### src/rtl/io_bypass_arbiter.sv
module io_bypass_arbiter #(
  parameter int NUM_IN     = 4,
  parameter int CORE_TAG_W = 6,
  parameter int BANK_TAG_W = 8,
  parameter int ADDR_W     = 16,
  parameter int DATA_W     = 16,
  localparam int IDX_W     = $clog2(NUM_IN),
  localparam int BYP_TAG_W = CORE_TAG_W + IDX_W,
  localparam int BODY_W    = (BYP_TAG_W > BANK_TAG_W) ? BYP_TAG_W : BANK_TAG_W,
  localparam int MEM_TAG_W = BODY_W + 1
) (
  input  logic [NUM_IN-1:0]            core_req_valid,
  input  logic [NUM_IN-1:0]            core_req_io,
  input  logic [NUM_IN-1:0]            core_req_write,
  input  logic [NUM_IN*ADDR_W-1:0]     core_req_addr,
  input  logic [NUM_IN*DATA_W-1:0]     core_req_data,
  input  logic [NUM_IN*CORE_TAG_W-1:0] core_req_tag,
  output logic [NUM_IN-1:0]            core_req_ready,
  output logic [NUM_IN-1:0]            cache_req_valid,
  input  logic [NUM_IN-1:0]            cache_req_ready,
  input  logic                         bank_req_valid,
  input  logic                         bank_req_write,
  input  logic [ADDR_W-1:0]            bank_req_addr,
  input  logic [DATA_W-1:0]            bank_req_data,
  input  logic [BANK_TAG_W-1:0]        bank_req_tag,
  output logic                         bank_req_ready,
  output logic                         mem_req_valid,
  output logic                         mem_req_write,
  output logic [ADDR_W-1:0]            mem_req_addr,
  output logic [DATA_W-1:0]            mem_req_data,
  output logic [MEM_TAG_W-1:0]         mem_req_tag,
  input  logic                         mem_req_ready,
  input  logic                         mem_rsp_valid,
  input  logic [DATA_W-1:0]            mem_rsp_data,
  input  logic [MEM_TAG_W-1:0]         mem_rsp_tag,
  output logic                         mem_rsp_ready,
  output logic                         bank_rsp_valid,
  output logic [DATA_W-1:0]            bank_rsp_data,
  output logic [BANK_TAG_W-1:0]        bank_rsp_tag,
  input  logic                         bank_rsp_ready,
  output logic [NUM_IN-1:0]            core_rsp_valid,
  output logic [DATA_W-1:0]            core_rsp_data,
  output logic [CORE_TAG_W-1:0]        core_rsp_tag,
  input  logic [NUM_IN-1:0]            core_rsp_ready
);

  initial begin
    if (NUM_IN < 2 || (NUM_IN & (NUM_IN - 1)) != 0)
      $error("io_bypass_arbiter: NUM_IN must be a power of two of at least 2");
  end

  logic [NUM_IN-1:0] io_want;
  logic              byp_hit;
  logic [IDX_W-1:0]  byp_idx;
  logic              byp_ready;
  logic              rsp_byp;
  logic [IDX_W-1:0]  rsp_port;

  assign io_want = core_req_valid & core_req_io;

  always_comb begin
    byp_hit = 1'b0;
    byp_idx = '0;
    for (int i = NUM_IN - 1; i >= 0; i--) begin
      if (io_want[i]) begin
        byp_hit = 1'b1;
        byp_idx = i[IDX_W-1:0];
      end
    end
  end

  assign byp_ready       = mem_req_ready & ~bank_req_valid;
  assign cache_req_valid = core_req_valid & ~core_req_io;

  for (genvar g = 0; g < NUM_IN; g++) begin : g_port
    assign core_req_ready[g] = core_req_io[g]
      ? (byp_hit & byp_ready & (byp_idx == IDX_W'(g)))
      : cache_req_ready[g];
    assign core_rsp_valid[g] = mem_rsp_valid & rsp_byp & (rsp_port == IDX_W'(g));
  end

  assign mem_req_valid  = bank_req_valid | byp_hit;
  assign bank_req_ready = mem_req_ready;

  always_comb begin
    if (bank_req_valid) begin
      mem_req_write = bank_req_write;
      mem_req_addr  = bank_req_addr;
      mem_req_data  = bank_req_data;
      mem_req_tag   = {1'b0, BODY_W'(bank_req_tag)};
    end else begin
      mem_req_write = core_req_write[byp_idx];
      mem_req_addr  = core_req_addr[byp_idx*ADDR_W +: ADDR_W];
      mem_req_data  = core_req_data[byp_idx*DATA_W +: DATA_W];
      mem_req_tag   = {1'b1, BODY_W'({core_req_tag[byp_idx*CORE_TAG_W +: CORE_TAG_W], byp_idx})};
    end
  end

  assign rsp_byp        = mem_rsp_tag[MEM_TAG_W-1];
  assign rsp_port       = mem_rsp_tag[IDX_W-1:0];
  assign core_rsp_tag   = mem_rsp_tag[BYP_TAG_W-1:IDX_W];
  assign core_rsp_data  = mem_rsp_data;
  assign bank_rsp_valid = mem_rsp_valid & ~rsp_byp;
  assign bank_rsp_tag   = mem_rsp_tag[BANK_TAG_W-1:0];
  assign bank_rsp_data  = mem_rsp_data;
  assign mem_rsp_ready  = rsp_byp ? core_rsp_ready[rsp_port] : bank_rsp_ready;

  always_comb begin

    bank_first_chk: assert (!(bank_req_valid && |(core_req_ready & io_want)));

    one_io_grant_chk: assert ($onehot0(core_req_ready & io_want));

    stall_chk: assert (mem_req_ready || !(|(core_req_ready & io_want)));

    rsp_onehot_chk: assert ($onehot0(core_rsp_valid));

    fill_excl_chk: assert (!(bank_rsp_valid && |core_rsp_valid));

    cache_no_mem_chk: assert (|io_want || bank_req_valid || !mem_req_valid);
  end

endmodule

### config.mk
export PLATFORM = sky130hd
export DESIGN_NAME = io_bypass_arbiter
export DESIGN_NICKNAME = d
export VERILOG_FILES = /design/src/rtl/io_bypass_arbiter.sv
export SDC_FILE = /design/constraint.sdc
export NUM_CORES = 1
export LEC_CHECK = 0
export ABC_AREA = 1
export BUFFER_PORTS_ARGS = -buffer_cell sky130_fd_sc_hd__buf_2
export CAP_MARGIN = 10
export CORE_AREA = 2 2 134 136
export DETAILED_ROUTE_END_ITERATION = 10
export DIE_AREA = 0 0 136 138
export GPL_TIMING_DRIVEN = 1
export PLACE_DENSITY = 0.54
export SLEW_MARGIN = 5
export SYNTH_ARGS = -nofsm -noshare
export SYNTH_HDL_FRONTEND = slang
export SYNTH_SLANG_ARGS = --single-unit
### constraint.sdc
create_clock -name vclk -period 1.1
set_clock_uncertainty 0.1 [all_clocks]
set_input_delay 0.055 -clock vclk [all_inputs]
set_output_delay 0.055 -clock vclk [all_outputs]
set_load 0.1 [all_outputs]
* Word-level counts from Yosys, hierarchy flattened
Cells that the tools add are included.
Widths: inputs -> output; s select.
** Storage, ports and cells
- Output and inout port bits :: 104
- Logic and storage cells :: 53
- Register bits :: 0
- Bits of input ports :: 242
** Cells by class
- Shift operators :: 3
- $lt $le $gt $ge :: 2
- $mul :: 1
- Mux-type cells :: 21
- Eq/ne operators :: 6
- Bitwise gates (word level) :: 18
- Reduce and logical (&&, ||, !) cells :: 2
** Operators by type and width (number)
- $shiftx 64x7->16 :: 2
- $mux 16 :: 2
- $shiftx 24x6->6 :: 1
- $and 1x1->1 :: 12
- $mux 1 :: 12
- $mux 9 :: 1
- $and 4x4->4 :: 2
- $eq 2x2->1 const B :: 4
- $mux 2 :: 4
- $lt 2x3->1 const B :: 2
- $bmux 1 s2 :: 2
- $eq 2x1->1 const B :: 2
- $logic_not 2->1 :: 2
- $mul 2x2->4 const B :: 1
- $not 4->4 :: 1
- $not 1->1 :: 2
- $or 1x1->1 :: 1

* Logic depth before layout (Yosys ltp)
Gate-level depths: netlist (run 1).
- Word-level depth :: 8
- Depth in mapped cells :: 10
- Mapped depth without buffers :: 9

* Worst setup path after synthesis (run 1)
No wires, ideal clock.
- Path kind :: input port to output port
- Start point :: input port core_req_valid[0]
- End point :: output port mem_req_tag[1]
- Setup slack :: -1.722 ns
- Required time :: 0.945 ns
- Stages :: 6
- Data arrival time :: 2.667 ns
- Buffers on the path :: 1
- Path through :: nand2_2 nand2_1 inv_2 nand2_2 buf_2 o21ai_0
** Between the ends
- Cells in the longest elaborated chain, start to end :: 3
** RTL lines
- start, declared :: line 12 : input logic [NUM_IN-1:0] core_req_valid,
- $and 4x4->4 :: line 59 : assign io_want = core_req_valid & core_req_io;
- $mux 2 :: line 65 : if (io_want[i]) begin
- $mux 9 :: line 86 : if (bank_req_valid) begin
- end, declared :: line 31 : output logic [MEM_TAG_W-1:0] mem_req_tag,
No other way between the ends.

* Final worst setup path (run 1)
- Start point :: input port core_req_valid[1]
- End point :: output port mem_req_addr[5]
** Between the ends
- Cells in the longest elaborated chain, start to end :: 5
** RTL lines
- $and 4x4->4 :: line 59
- $mux 2 (2 in a row) :: line 65
- $shiftx 64x7->16 :: line 93 : mem_req_addr = core_req_addr[byp_idx*ADDR_W +: ADDR_W];
- $mux 16 :: line 86
- end, declared :: line 29 : output logic [ADDR_W-1:0] mem_req_addr,
No other way between the ends.

==> impl_metrics.prom, run 1 <==
# TYPE chip_impl_metric gauge
chip_impl_info{name="worst_setup_path_end_kind",value="output pin"} 1
chip_impl_metric{name="initial_core_util",unit=""} 0.154
chip_impl_metric{name="finalHoldViolations",unit=""} 0
chip_impl_metric{name="worst-path-stages",unit=""} 12
chip_impl_info{name="top_library_cells_by_usage_in_the_layout_fill_and_taps_aside",value="buf_2 (211), nand2_1 (103), nand3_1 (87)"} 1
chip_impl_metric{name="multi_input_area",unit="um^2"} 2900
chip_impl_metric{name="maximum_clock_rate",unit="MHz"} 693
chip_impl_metric{name="globalplace.congestion",unit=""} 0.796
chip_impl_metric{name="drt_wl_total",unit="um"} 17100
chip_impl_metric{name="critPathBufInv",unit=""} 5
chip_impl_metric{name="total_negative_slack_for_setup_checks",unit="ns"} -13.25
chip_impl_metric{name="globalRouteTotalUtil",unit=""} 0.158
chip_impl_metric{name="clock_buffers",unit=""} 0
chip_impl_info{name="critPathLaunchType",value="input pin"} 1
chip_impl_metric{name="final.period_utilization",unit=""} 1.31
chip_impl_metric{name="fin_nets",unit=""} 1084
chip_impl_info{name="critPathMostFrequentCell",value="nand2_8"} 1
chip_impl_metric{name="relative_slew_slack",unit=""} 0.680
chip_impl_metric{name="seq_cells",unit=""} 0
chip_impl_metric{name="final_cell_count_no_fill",unit=""} 1069
chip_impl_metric{name="finalSetupViolCount",unit=""} 45
chip_impl_metric{name="layout-drive-gt1-share",unit=""} 0.618
chip_impl_metric{name="filler_cell_count",unit=""} 1834
chip_impl_metric{name="floorplan.io_pins",unit=""} 346
chip_impl_metric{name="layout_setup_ws",unit="ns"} -0.343
chip_impl_info{name="failed_checks",value="setup timing"} 1
chip_impl_metric{name="die_area",unit="um^2"} 18800
chip_impl_info{name="crit_path_top_delay_cell",value="buf_12"} 1
chip_impl_info{name="timing.setup.critical_path_class",value="input pin to output pin"} 1
chip_impl_metric{name="post-place-cells",unit=""} 1052
chip_impl_metric{name="grt_start_max_net_pins",unit=""} 47
chip_impl_metric{name="power.leakage",unit="uW"} 0.00342
chip_impl_metric{name="fin_util",unit=""} 0.387
chip_impl_info{name="rsz0062_at_grt",value="true"} 1
chip_impl_metric{name="power",unit="uW"} 5140
chip_impl_info{name="hold_path.class",value="input pin to output pin"} 1
chip_impl_info{name="cp_cell_sequence",value="buf_8 -> nand2_8 -> nand2_4 -> inv_8 -> nand2_8 -> inv_12 -> clkbuf_16 -> nand3_1 -> nand2_1 -> nor2_2 -> nor2_4 -> buf_12"} 1
chip_impl_metric{name="wire_per_inst",unit="um"} 16.0
chip_impl_metric{name="worst_path_largest_cell_delay",unit="ns"} 0.18
chip_impl_metric{name="min_period",unit="ns"} 1.44
chip_impl_metric{name="antennaDiodeCount",unit=""} 0
chip_impl_metric{name="path_max_fanout",unit=""} 8
chip_impl_info{name="result_of_the_run",value="complete, but fails checks"} 1
chip_impl_metric{name="ys_warn_count",unit=""} 0
chip_impl_metric{name="x_dimension_of_the_die",unit="um"} 136
chip_impl_metric{name="post-dp-hpwl",unit="um"} 12400
chip_impl_metric{name="grt_antenna_before_repair",unit=""} 1
chip_impl_info{name="most_frequent_standard_cell_in_the_layout_excluding_fill_and_tap_cells",value="buf_2"} 1
chip_impl_metric{name="floorplan.rows",unit=""} 49
chip_impl_metric{name="global_route.overflow_total",unit=""} 0
chip_impl_metric{name="synthesized_netlist_net_count",unit=""} 822
chip_impl_metric{name="drtPass1Iterations",unit=""} 6
chip_impl_metric{name="synthesis.instances",unit=""} 580
chip_impl_metric{name="seq_area",unit="um^2"} 0
chip_impl_metric{name="worst_ep_arrival_time",unit="ns"} 1.29
chip_impl_metric{name="synth_sequential_area_ratio",unit=""} 0
chip_impl_metric{name="vdd_drop_max",unit="V"} 0.000454
chip_impl_metric{name="post-route-drc-count",unit=""} 0
chip_impl_metric{name="transition_at_the_pin_with_the_smallest_max_transition_slack",unit="ns"} 0.484
chip_impl_metric{name="worst-endpoint-required",unit="ns"} 0.94
chip_impl_metric{name="drv.max_cap_violation_count",unit=""} 0
chip_impl_metric{name="route.detailed.vias_per_inst",unit=""} 4.45
chip_impl_metric{name="final_max_slew_viol_count",unit=""} 0
chip_impl_metric{name="grt_first_pass_wirelength",unit="um"} 23800
chip_impl_metric{name="syn_area_per_cell",unit="um^2"} 4.66
chip_impl_metric{name="die-height",unit="um"} 138
chip_impl_metric{name="area_growth_syn_to_layout",unit="%"} 151
chip_impl_info{name="worst_path_dominant_cell_family",value="buffers and inverters"} 1
chip_impl_info{name="timing.critical_path.from",value="core_req_valid[1]"} 1
chip_impl_metric{name="port-buffer-count",unit=""} 280
chip_impl_metric{name="power.density_cell_area",unit="nW/um^2"} 758
chip_impl_metric{name="via_count_of_the_first_global_routing_pass",unit=""} 4534
chip_impl_metric{name="ys_types",unit=""} 19
chip_impl_metric{name="drtAntennaViolNets",unit=""} 0
chip_impl_metric{name="design.core.area",unit="um^2"} 17500
chip_impl_metric{name="via_count",unit=""} 4759
chip_impl_metric{name="drtIter0Drc",unit=""} 232
chip_impl_info{name="critPathCapture",value="mem_req_addr[5]"} 1
chip_impl_metric{name="dp_slack",unit="ns"} -0.445
chip_impl_metric{name="post_synth_instance_area",unit="um^2"} 2700
==> cells by family after synthesis <==
family	synth area share
buffers and inverters	0.290
AOI/OAI and AO/OA	0.0185
and+or+nand+nor	0.691
==> cell type report <==
type | instances | area share
Inverter | 55 | 0.0352
Multi-Input combinational cell | 435 | 0.427
Tap cell | 229 | 0.0422
Timing Repair Buffer | 350 | 0.495
==> Yosys cell counts <==
cell / n / area share
nand2_1: 132 / 0.18
nand3_1: 124 / 0.23
nor2_1: 123 / 0.17
buf_4: 55 / 0.15
inv_1: 50 / 0.069
nand4_1: 39 / 0.090
buf_2: 24 / 0.044
clkbuf_1: 8 / 0.011
buf_1: 4 / 0.0056
nor3_1: 4 / 0.0074
o22ai_1: 4 / 0.0093
inv_2: 3 / 0.0042
nand2_2: 3 / 0.0069
clkinv_1: 2 / 0.0028
a21oi_2: 1 / 0.0032
a31oi_1: 1 / 0.0023
and3_1: 1 / 0.0023
o21ai_0: 1 / 0.0019
o21ai_1: 1 / 0.0019
==> where the power goes <==
| part | internal [uW] | switching, uW | leakage (uW) | total [uW] |
|---|---|---|---|---|
| clock network | 0 | 0 | 0 | 0 |
| logic | 2040 | 3100 | 0.00342 | 5140 |
| registers | 0 | 0 | 0 | 0 |
| total | 2040 | 3100 | 0.00342 | 5140 |
==> layer usage <==
metal  wire (um)  vias to the layer above  global-route usage
met1        6380                     2144               0.181
met3        1550                       26              0.0293
met5          16                        -                   0
met2        8950                      230               0.304
met4         239                        2              0.0219
li1            -                     2357                   -
==> how the worst min path moves through the flow <==
stage,from,endpoint,slack (ns),cells after the start
2_1_floorplan,mem_rsp_tag[0],core_rsp_valid[0],0.12,1
3_3_place_gp,mem_rsp_data[1],core_rsp_data[1],0.01,0
3_5_place_dp,mem_rsp_data[1],core_rsp_data[1],0.01,0
4_1_cts,mem_rsp_data[1],core_rsp_data[1],0.01,0
5_1_grt,mem_rsp_tag[2],core_rsp_tag[0],0.01,0
6_report,mem_rsp_tag[2],bank_rsp_tag[2],0.01,0
==> metrics by stage <==
| stage | hold slack, ns | cell area (um^2) |
|---|---|---|
| after detailed placement | 0.0111 | 6010 |
| after CTS | 0.0111 | 6350 |
| final | 0.0101 | 6790 |
| after global placement | 0.0111 | 6010 |
| after floorplan | 0.117 | 3530 |
| after global routing | 0.0102 | 6790 |
==> what timing repair did <==
action,in CTS,in global routing
pin swaps,18,30
setup endpoints to repair,45,49
hold buffers,0,0
buffers inserted,3,2
resized for setup,52,74
cloned,4,9
(Power assumes the default switching activity.)
==> run 2: changes to the inputs <==
--- a/config.mk
+++ b/config.mk
@@ -17,3 +17,4 @@
 export SYNTH_ARGS = -nofsm -noshare
 export SYNTH_HDL_FRONTEND = slang
 export SYNTH_SLANG_ARGS = --single-unit
+export TNS_END_PERCENT = 10
==> run 2 against run 1 <==
Net effect:
- the flow still finishes with violations (setup timing)
- combinational power fell by 2%
- critical path depth unchanged
- worst hold slack about the same
- critical endpoint is now mem_req_addr[11]
- largest cell class unchanged
- highest routed layer is now met4
==> impl_metrics.prom, run 2 (synthesized netlist as in run 1, its figures left out) <==
# TYPE chip_impl_metric gauge
chip_impl_metric{name="global_route.overflow_total",unit=""} 0
chip_impl_metric{name="antennaDiodeCount",unit=""} 0
chip_impl_metric{name="power.leakage",unit="uW"} 0.00334
chip_impl_metric{name="total_switching_power",unit="uW"} 3080
chip_impl_metric{name="seq_area",unit="um^2"} 0
chip_impl_info{name="timing.critical_path.from",value="core_req_valid[3]"} 1
chip_impl_metric{name="drtPass1Iterations",unit=""} 6
chip_impl_metric{name="floorplan.io_pins",unit=""} 346
chip_impl_metric{name="power.density_cell_area",unit="nW/um^2"} 772
chip_impl_metric{name="relative_slew_slack",unit=""} 0.681
chip_impl_metric{name="drtAntennaViolNets",unit=""} 0
chip_impl_metric{name="finalSetupViolCount",unit=""} 45
chip_impl_metric{name="p_sw_frac",unit=""} 0.608
chip_impl_metric{name="floorplan.rows",unit=""} 49
chip_impl_metric{name="worst_ep_arrival_time",unit="ns"} 1.32
chip_impl_metric{name="cts.hold.buffers_added",unit=""} 0
chip_impl_metric{name="grt_start_max_net_pins",unit=""} 41
chip_impl_metric{name="die_area",unit="um^2"} 18800
chip_impl_metric{name="post-route-drc-count",unit=""} 0
chip_impl_metric{name="fin_nets",unit=""} 1074
chip_impl_metric{name="power",unit="uW"} 5060
chip_impl_metric{name="maximum_clock_rate",unit="MHz"} 678
chip_impl_metric{name="transition_at_the_pin_with_the_smallest_max_transition_slack",unit="ns"} 0.482
chip_impl_info{name="rsz0062_at_grt",value="true"} 1
chip_impl_metric{name="globalplace.congestion",unit=""} 0.828
chip_impl_metric{name="power.combinational.fraction",unit=""} 1.000
chip_impl_metric{name="x_dimension_of_the_die",unit="um"} 136
chip_impl_metric{name="globalRouteTotalUtil",unit=""} 0.161
chip_impl_info{name="hold_path.class",value="input pin to output pin"} 1
chip_impl_metric{name="grt_antenna_before_repair",unit=""} 0
chip_impl_info{name="failed_checks",value="setup timing"} 1
chip_impl_metric{name="wire_per_inst",unit="um"} 16.4
chip_impl_metric{name="power.share.clock",unit=""} 0
chip_impl_metric{name="min_period",unit="ns"} 1.48
chip_impl_metric{name="route.detailed.vias_per_inst",unit=""} 4.44
chip_impl_metric{name="via_count_of_the_first_global_routing_pass",unit=""} 4477
chip_impl_metric{name="vdd_drop_max",unit="V"} 0.000411
chip_impl_metric{name="design.core.area",unit="um^2"} 17500
chip_impl_metric{name="die-height",unit="um"} 138
chip_impl_metric{name="final_standard_cell_area_without_fillers",unit="um^2"} 6550
chip_impl_info{name="critPathLaunchType",value="input pin"} 1
chip_impl_metric{name="drt_wl_total",unit="um"} 17400
chip_impl_info{name="most_frequent_standard_cell_in_the_layout_excluding_fill_and_tap_cells",value="buf_2"} 1
chip_impl_info{name="top_library_cells_by_usage_in_the_layout_fill_and_taps_aside",value="buf_2 (213), nand3_1 (115), nand2_1 (107)"} 1
chip_impl_metric{name="share_seq_of_total_power",unit=""} 0
chip_impl_info{name="worst_setup_path_end_kind",value="output pin"} 1
chip_impl_metric{name="grt_first_pass_wirelength",unit="um"} 24000
chip_impl_info{name="timing.setup.critical_path_class",value="input pin to output pin"} 1
chip_impl_metric{name="worst-endpoint-required",unit="ns"} 0.94
chip_impl_metric{name="final.period_utilization",unit=""} 1.34
chip_impl_metric{name="path_max_fanout",unit=""} 15
chip_impl_metric{name="cell_internal_pwr",unit="uW"} 1980
chip_impl_metric{name="layout_setup_ws",unit="ns"} -0.376
chip_impl_metric{name="seq_cells",unit=""} 0
chip_impl_info{name="critPathCapture",value="mem_req_addr[11]"} 1
chip_impl_metric{name="finalHoldViolations",unit=""} 0
chip_impl_metric{name="filler_cell_count",unit=""} 1844
chip_impl_metric{name="clock_buffers",unit=""} 0
chip_impl_metric{name="post-dp-hpwl",unit="um"} 11900
chip_impl_metric{name="via_count",unit=""} 4703
chip_impl_metric{name="drtIter0Drc",unit=""} 178
chip_impl_metric{name="layout-drive-gt1-share",unit=""} 0.563
chip_impl_metric{name="drv.max_cap_violation_count",unit=""} 0
chip_impl_metric{name="port-buffer-count",unit=""} 280
chip_impl_metric{name="area_growth_syn_to_layout",unit="%"} 142
chip_impl_metric{name="dp_slack",unit="ns"} -0.473
chip_impl_info{name="result_of_the_run",value="complete, but fails checks"} 1
chip_impl_metric{name="initial_core_util",unit=""} 0.154
chip_impl_metric{name="final_max_slew_viol_count",unit=""} 0
chip_impl_metric{name="dpl-instance-area",unit="um^2"} 5740
[run 2: cell count changes in the layout (fill, tap and decap cells not counted), sizes merged]
cell      change
clkinv        +2
clkbuf        +1
buf          -11
clkinvlp      -2
[run 2: cell type report]
class                           count  area, um^2  share of cell area
Multi-Input combinational cell    435        2750               0.420
Tap cell                          229         287              0.0438
Inverter                           55         236              0.0361
Timing Repair Buffer              340        3280               0.500
[run 2: power by group through the flow]
stage	Combinational, uW	Clock (uW)	Sequential, uW
global placement	4520	0	0
detailed placement	4540	0	0
CTS	4800	0	0
finish	5060	0	0
floorplan	3500	0	0
global route	5310	0	0
[run 2: critical path, stage by stage]
cell	delay (ns)
buf_8	0.11
nand2_8	0.09
clkinv_4	0.05
nand2_4	0.07
nand2_8	0.09
nand2_8	0.16
buf_16	0.16
nand3_1	0.07
nand2_1	0.10
nor2_2	0.05
nor2_4	0.11
buf_12	0.18
[run 2: routing by layer]
metal,GRT usage,part of all wire,vias to the layer above
met2,0.313,0.53,215
li1,-,-,2328
met4,0.0493,0.034,0
met5,0,0,-
met1,0.179,0.37,2117
met3,0.0158,0.063,43
[run 2: worst min path at each step]
stage,startpoint,cells after the start,endpoint
after floorplan,mem_rsp_tag[0],1,core_rsp_valid[0]
after global placement,mem_rsp_data[1],0,bank_rsp_data[1]
after detailed placement,mem_rsp_data[1],0,bank_rsp_data[1]
after CTS,mem_rsp_data[1],0,bank_rsp_data[1]
final,mem_rsp_data[9],0,bank_rsp_data[9]
after global routing,mem_rsp_data[2],0,core_rsp_data[2]
[run 2: repair_timing]
item | CTS | global route
hold endpoints to repair | 0 | 0
setup endpoints to repair | 46 | 46
pin swaps | 17 | 20
gates resized for setup | 61 | 62
cloned | 4 | 11
setup buffers | 1 | 5
[run 2: metrics by stage]
stage                     TNS [ns]  std cells  hold slack, ns   util
final                       -14.41       1059          0.0100  0.373
after global routing        -17.68       1059          0.0102  0.373
after CTS                   -15.26       1045          0.0111  0.346
after detailed placement    -17.16       1040          0.0111  0.327
after global placement      -16.05       1040          0.0111  0.327
after floorplan             -13.90        580           0.117      -
==> run 3: changes to the inputs <==
--- a/config.mk
+++ b/config.mk
@@ -8,11 +8,11 @@
 export ABC_AREA = 1
 export BUFFER_PORTS_ARGS = -buffer_cell sky130_fd_sc_hd__buf_2
 export CAP_MARGIN = 10
-export CORE_AREA = 2 2 134 136
+export CORE_AREA = 10 10 124 126
 export DETAILED_ROUTE_END_ITERATION = 10
-export DIE_AREA = 0 0 136 138
+export DIE_AREA = 0 0 134 136
 export GPL_TIMING_DRIVEN = 1
-export PLACE_DENSITY = 0.54
+export PLACE_DENSITY = 0.66
 export SLEW_MARGIN = 5
 export SYNTH_ARGS = -nofsm -noshare
 export SYNTH_HDL_FRONTEND = slang
==> run 3 against run 2 <==
Net effect:
- the run still ends with setup timing left
- sequential cell count unchanged
- non-clock buffer count up 2
- routed wire length grew 9.0%
- sequential share of layout area unchanged
- combinational power increased by 0.8%
- critical path depth unchanged
- setup slack got worse by 0.0034 ns
==> impl_metrics.prom, run 3 (synthesized netlist as in run 1, its figures left out) <==
# TYPE chip_impl_metric gauge
chip_impl_info{name="result_of_the_run",value="complete, but fails checks"} 1
chip_impl_info{name="failed_checks",value="setup timing"} 1
chip_impl_metric{name="grt_start_max_net_pins",unit=""} 36
chip_impl_metric{name="port-buffer-count",unit=""} 280
chip_impl_metric{name="grt_antenna_before_repair",unit=""} 0
chip_impl_metric{name="drtAntennaViolNets",unit=""} 0
chip_impl_metric{name="cell_internal_pwr",unit="uW"} 1990
chip_impl_metric{name="total_switching_power",unit="uW"} 3110
chip_impl_metric{name="initial_core_util",unit=""} 0.208
chip_impl_metric{name="finalSetupViolCount",unit=""} 45
chip_impl_metric{name="post-place-cells",unit=""} 990
chip_impl_metric{name="fin_util",unit=""} 0.501
chip_impl_metric{name="finalHoldViolations",unit=""} 0
chip_impl_metric{name="min_period",unit="ns"} 1.48
chip_impl_metric{name="globalplace.congestion",unit=""} 0.858
chip_impl_metric{name="final_cell_count_no_fill",unit=""} 1008
chip_impl_info{name="timing.setup.critical_path_class",value="input pin to output pin"} 1
chip_impl_metric{name="via_count",unit=""} 4805
chip_impl_metric{name="power.density_cell_area",unit="nW/um^2"} 785
chip_impl_metric{name="power.leakage",unit="uW"} 0.00334
chip_impl_metric{name="path_max_fanout",unit=""} 8
chip_impl_metric{name="relative_slew_slack",unit=""} 0.677
chip_impl_metric{name="finalHoldWorstSlack",unit="ns"} 0.0100
chip_impl_metric{name="maximum_clock_rate",unit="MHz"} 676
chip_impl_info{name="top_library_cells_by_usage_in_the_layout_fill_and_taps_aside",value="buf_2 (213), nand3_1 (110), nand2_1 (110)"} 1
chip_impl_metric{name="layout_setup_ws",unit="ns"} -0.379
chip_impl_metric{name="power.combinational.fraction",unit=""} 1.000
chip_impl_metric{name="worstHoldPathCells",unit=""} 0
chip_impl_metric{name="route.detailed.vias_per_inst",unit=""} 4.77
chip_impl_metric{name="seq_cells",unit=""} 0
chip_impl_info{name="critPathLaunchType",value="input pin"} 1
chip_impl_metric{name="p_sw_frac",unit=""} 0.609
chip_impl_metric{name="antennaDiodeCount",unit=""} 0
chip_impl_metric{name="die-height",unit="um"} 136
chip_impl_metric{name="worst-endpoint-required",unit="ns"} 0.94
chip_impl_metric{name="die_area",unit="um^2"} 18200
chip_impl_metric{name="via_count_of_the_first_global_routing_pass",unit=""} 4804
chip_impl_metric{name="dp_slack",unit="ns"} -0.406
chip_impl_metric{name="floorplan.io_pins",unit=""} 346
chip_impl_metric{name="drtPass1Iterations",unit=""} 5
chip_impl_metric{name="globalRouteTotalUtil",unit=""} 0.175
chip_impl_metric{name="share_seq_of_total_power",unit=""} 0
chip_impl_metric{name="post-dp-hpwl",unit="um"} 13800
chip_impl_info{name="critPathMostFrequentCell",value="nand2_8"} 1
chip_impl_info{name="rsz0062_at_grt",value="true"} 1
chip_impl_metric{name="grt_first_pass_wirelength",unit="um"} 26000
chip_impl_metric{name="vdd_drop_max",unit="V"} 0.000567
chip_impl_metric{name="worst_ep_arrival_time",unit="ns"} 1.32
chip_impl_metric{name="power.share.clock",unit=""} 0
chip_impl_metric{name="post-route-drc-count",unit=""} 0
chip_impl_info{name="crit_path_top_delay_cell",value="nand2_8"} 1
chip_impl_metric{name="x_dimension_of_the_die",unit="um"} 134
chip_impl_info{name="worst_setup_path_end_kind",value="output pin"} 1
chip_impl_metric{name="final.period_utilization",unit=""} 1.34
chip_impl_info{name="critPathCapture",value="mem_req_addr[7]"} 1
chip_impl_info{name="timing.critical_path.from",value="core_req_io[3]"} 1
chip_impl_metric{name="transition_at_the_pin_with_the_smallest_max_transition_slack",unit="ns"} 0.487
chip_impl_metric{name="layout-drive-gt1-share",unit=""} 0.573
chip_impl_metric{name="worst_path_largest_cell_delay",unit="ns"} 0.18
chip_impl_metric{name="fin_nets",unit=""} 1076
chip_impl_info{name="hold_path.class",value="input pin to output pin"} 1
chip_impl_info{name="most_frequent_standard_cell_in_the_layout_excluding_fill_and_tap_cells",value="buf_2"} 1
chip_impl_metric{name="global_route.overflow_total",unit=""} 0
chip_impl_metric{name="drv.max_cap_violation_count",unit=""} 0
chip_impl_metric{name="design.core.area",unit="um^2"} 13000
chip_impl_metric{name="drtIter0Drc",unit=""} 275
chip_impl_metric{name="final_max_slew_viol_count",unit=""} 0
chip_impl_metric{name="seq_area",unit="um^2"} 0
chip_impl_metric{name="area_growth_syn_to_layout",unit="%"} 141
chip_impl_metric{name="clock_buffers",unit=""} 0
chip_impl_metric{name="wire_per_inst",unit="um"} 18.8
chip_impl_info{name="cp_cell_sequence",value="buf_8 -> nand2_8 -> inv_8 -> nand2_8 -> nand2_8 -> nand2_8 -> buf_12 -> nand3_1 -> nand2_2 -> nor2_2 -> nor2_4 -> buf_12"} 1
chip_impl_metric{name="drt_wl_total",unit="um"} 18900
chip_impl_metric{name="floorplan.rows",unit=""} 42
run 3: final cells by class:
class | instances | area (um^2)
inverters | 55 | 231
well taps | 176 | 220
fillers | 1218 | 6480
multi-input cells | 435 | 2790
repair buffers | 342 | 3260
run 3: power groups by stage:
stage	Sequential, uW	Clock, uW	Combinational (uW)
after global placement	0	0	4540
after CTS	0	0	4780
final	0	0	5100
after floorplan	0	0	3500
after global routing	0	0	5330
after detailed placement	0	0	4570
run 3: repair_timing:
item                                   in CTS  in global routing
gates resized for setup                    49                 68
pin swaps                                  22                 32
setup endpoints to repair                  46                 47
cloned                                      3                 10
buffers inserted                            0                  5
hold buffers                                0                  0
endpoints found under the hold margin       0                  0
run 3: through the flow:
stage	power [uW]	setup TNS (ns)	instance area, um^2
6_report	5100	-14.63	6500
3_5_place_dp	4570	-15.78	5730
2_1_floorplan	3500	-13.90	3300
3_3_place_gp	4540	-15.12	5730
4_1_cts	4780	-14.96	5970
5_1_grt	5330	-17.70	6500
run 3: critical path: cells and delay by family:
kind                   cells  cell delay [ns]
and+or+nand+nor            8             0.76
buffers and inverters      4             0.49
run 3: worst min path at each step:
stage                   endpoint            start
5_1_grt         bank_rsp_data[1]  mem_rsp_data[1]
3_3_place_gp    core_rsp_data[6]  mem_rsp_data[6]
4_1_cts         core_rsp_data[6]  mem_rsp_data[6]
2_1_floorplan  core_rsp_valid[0]   mem_rsp_tag[0]
6_report         bank_rsp_tag[7]   mem_rsp_tag[7]
3_5_place_dp    core_rsp_data[6]  mem_rsp_data[6]
run 3: metal layers:
metal / global-route usage / wire [um] / up-vias
met5: 0 / 0 / -
met4: 0.0466 / 524 / 0
met3: 0.0576 / 1960 / 41
met2: 0.328 / 9600 / 282
met1: 0.182 / 6860 / 2149
li1: - / - / 2333
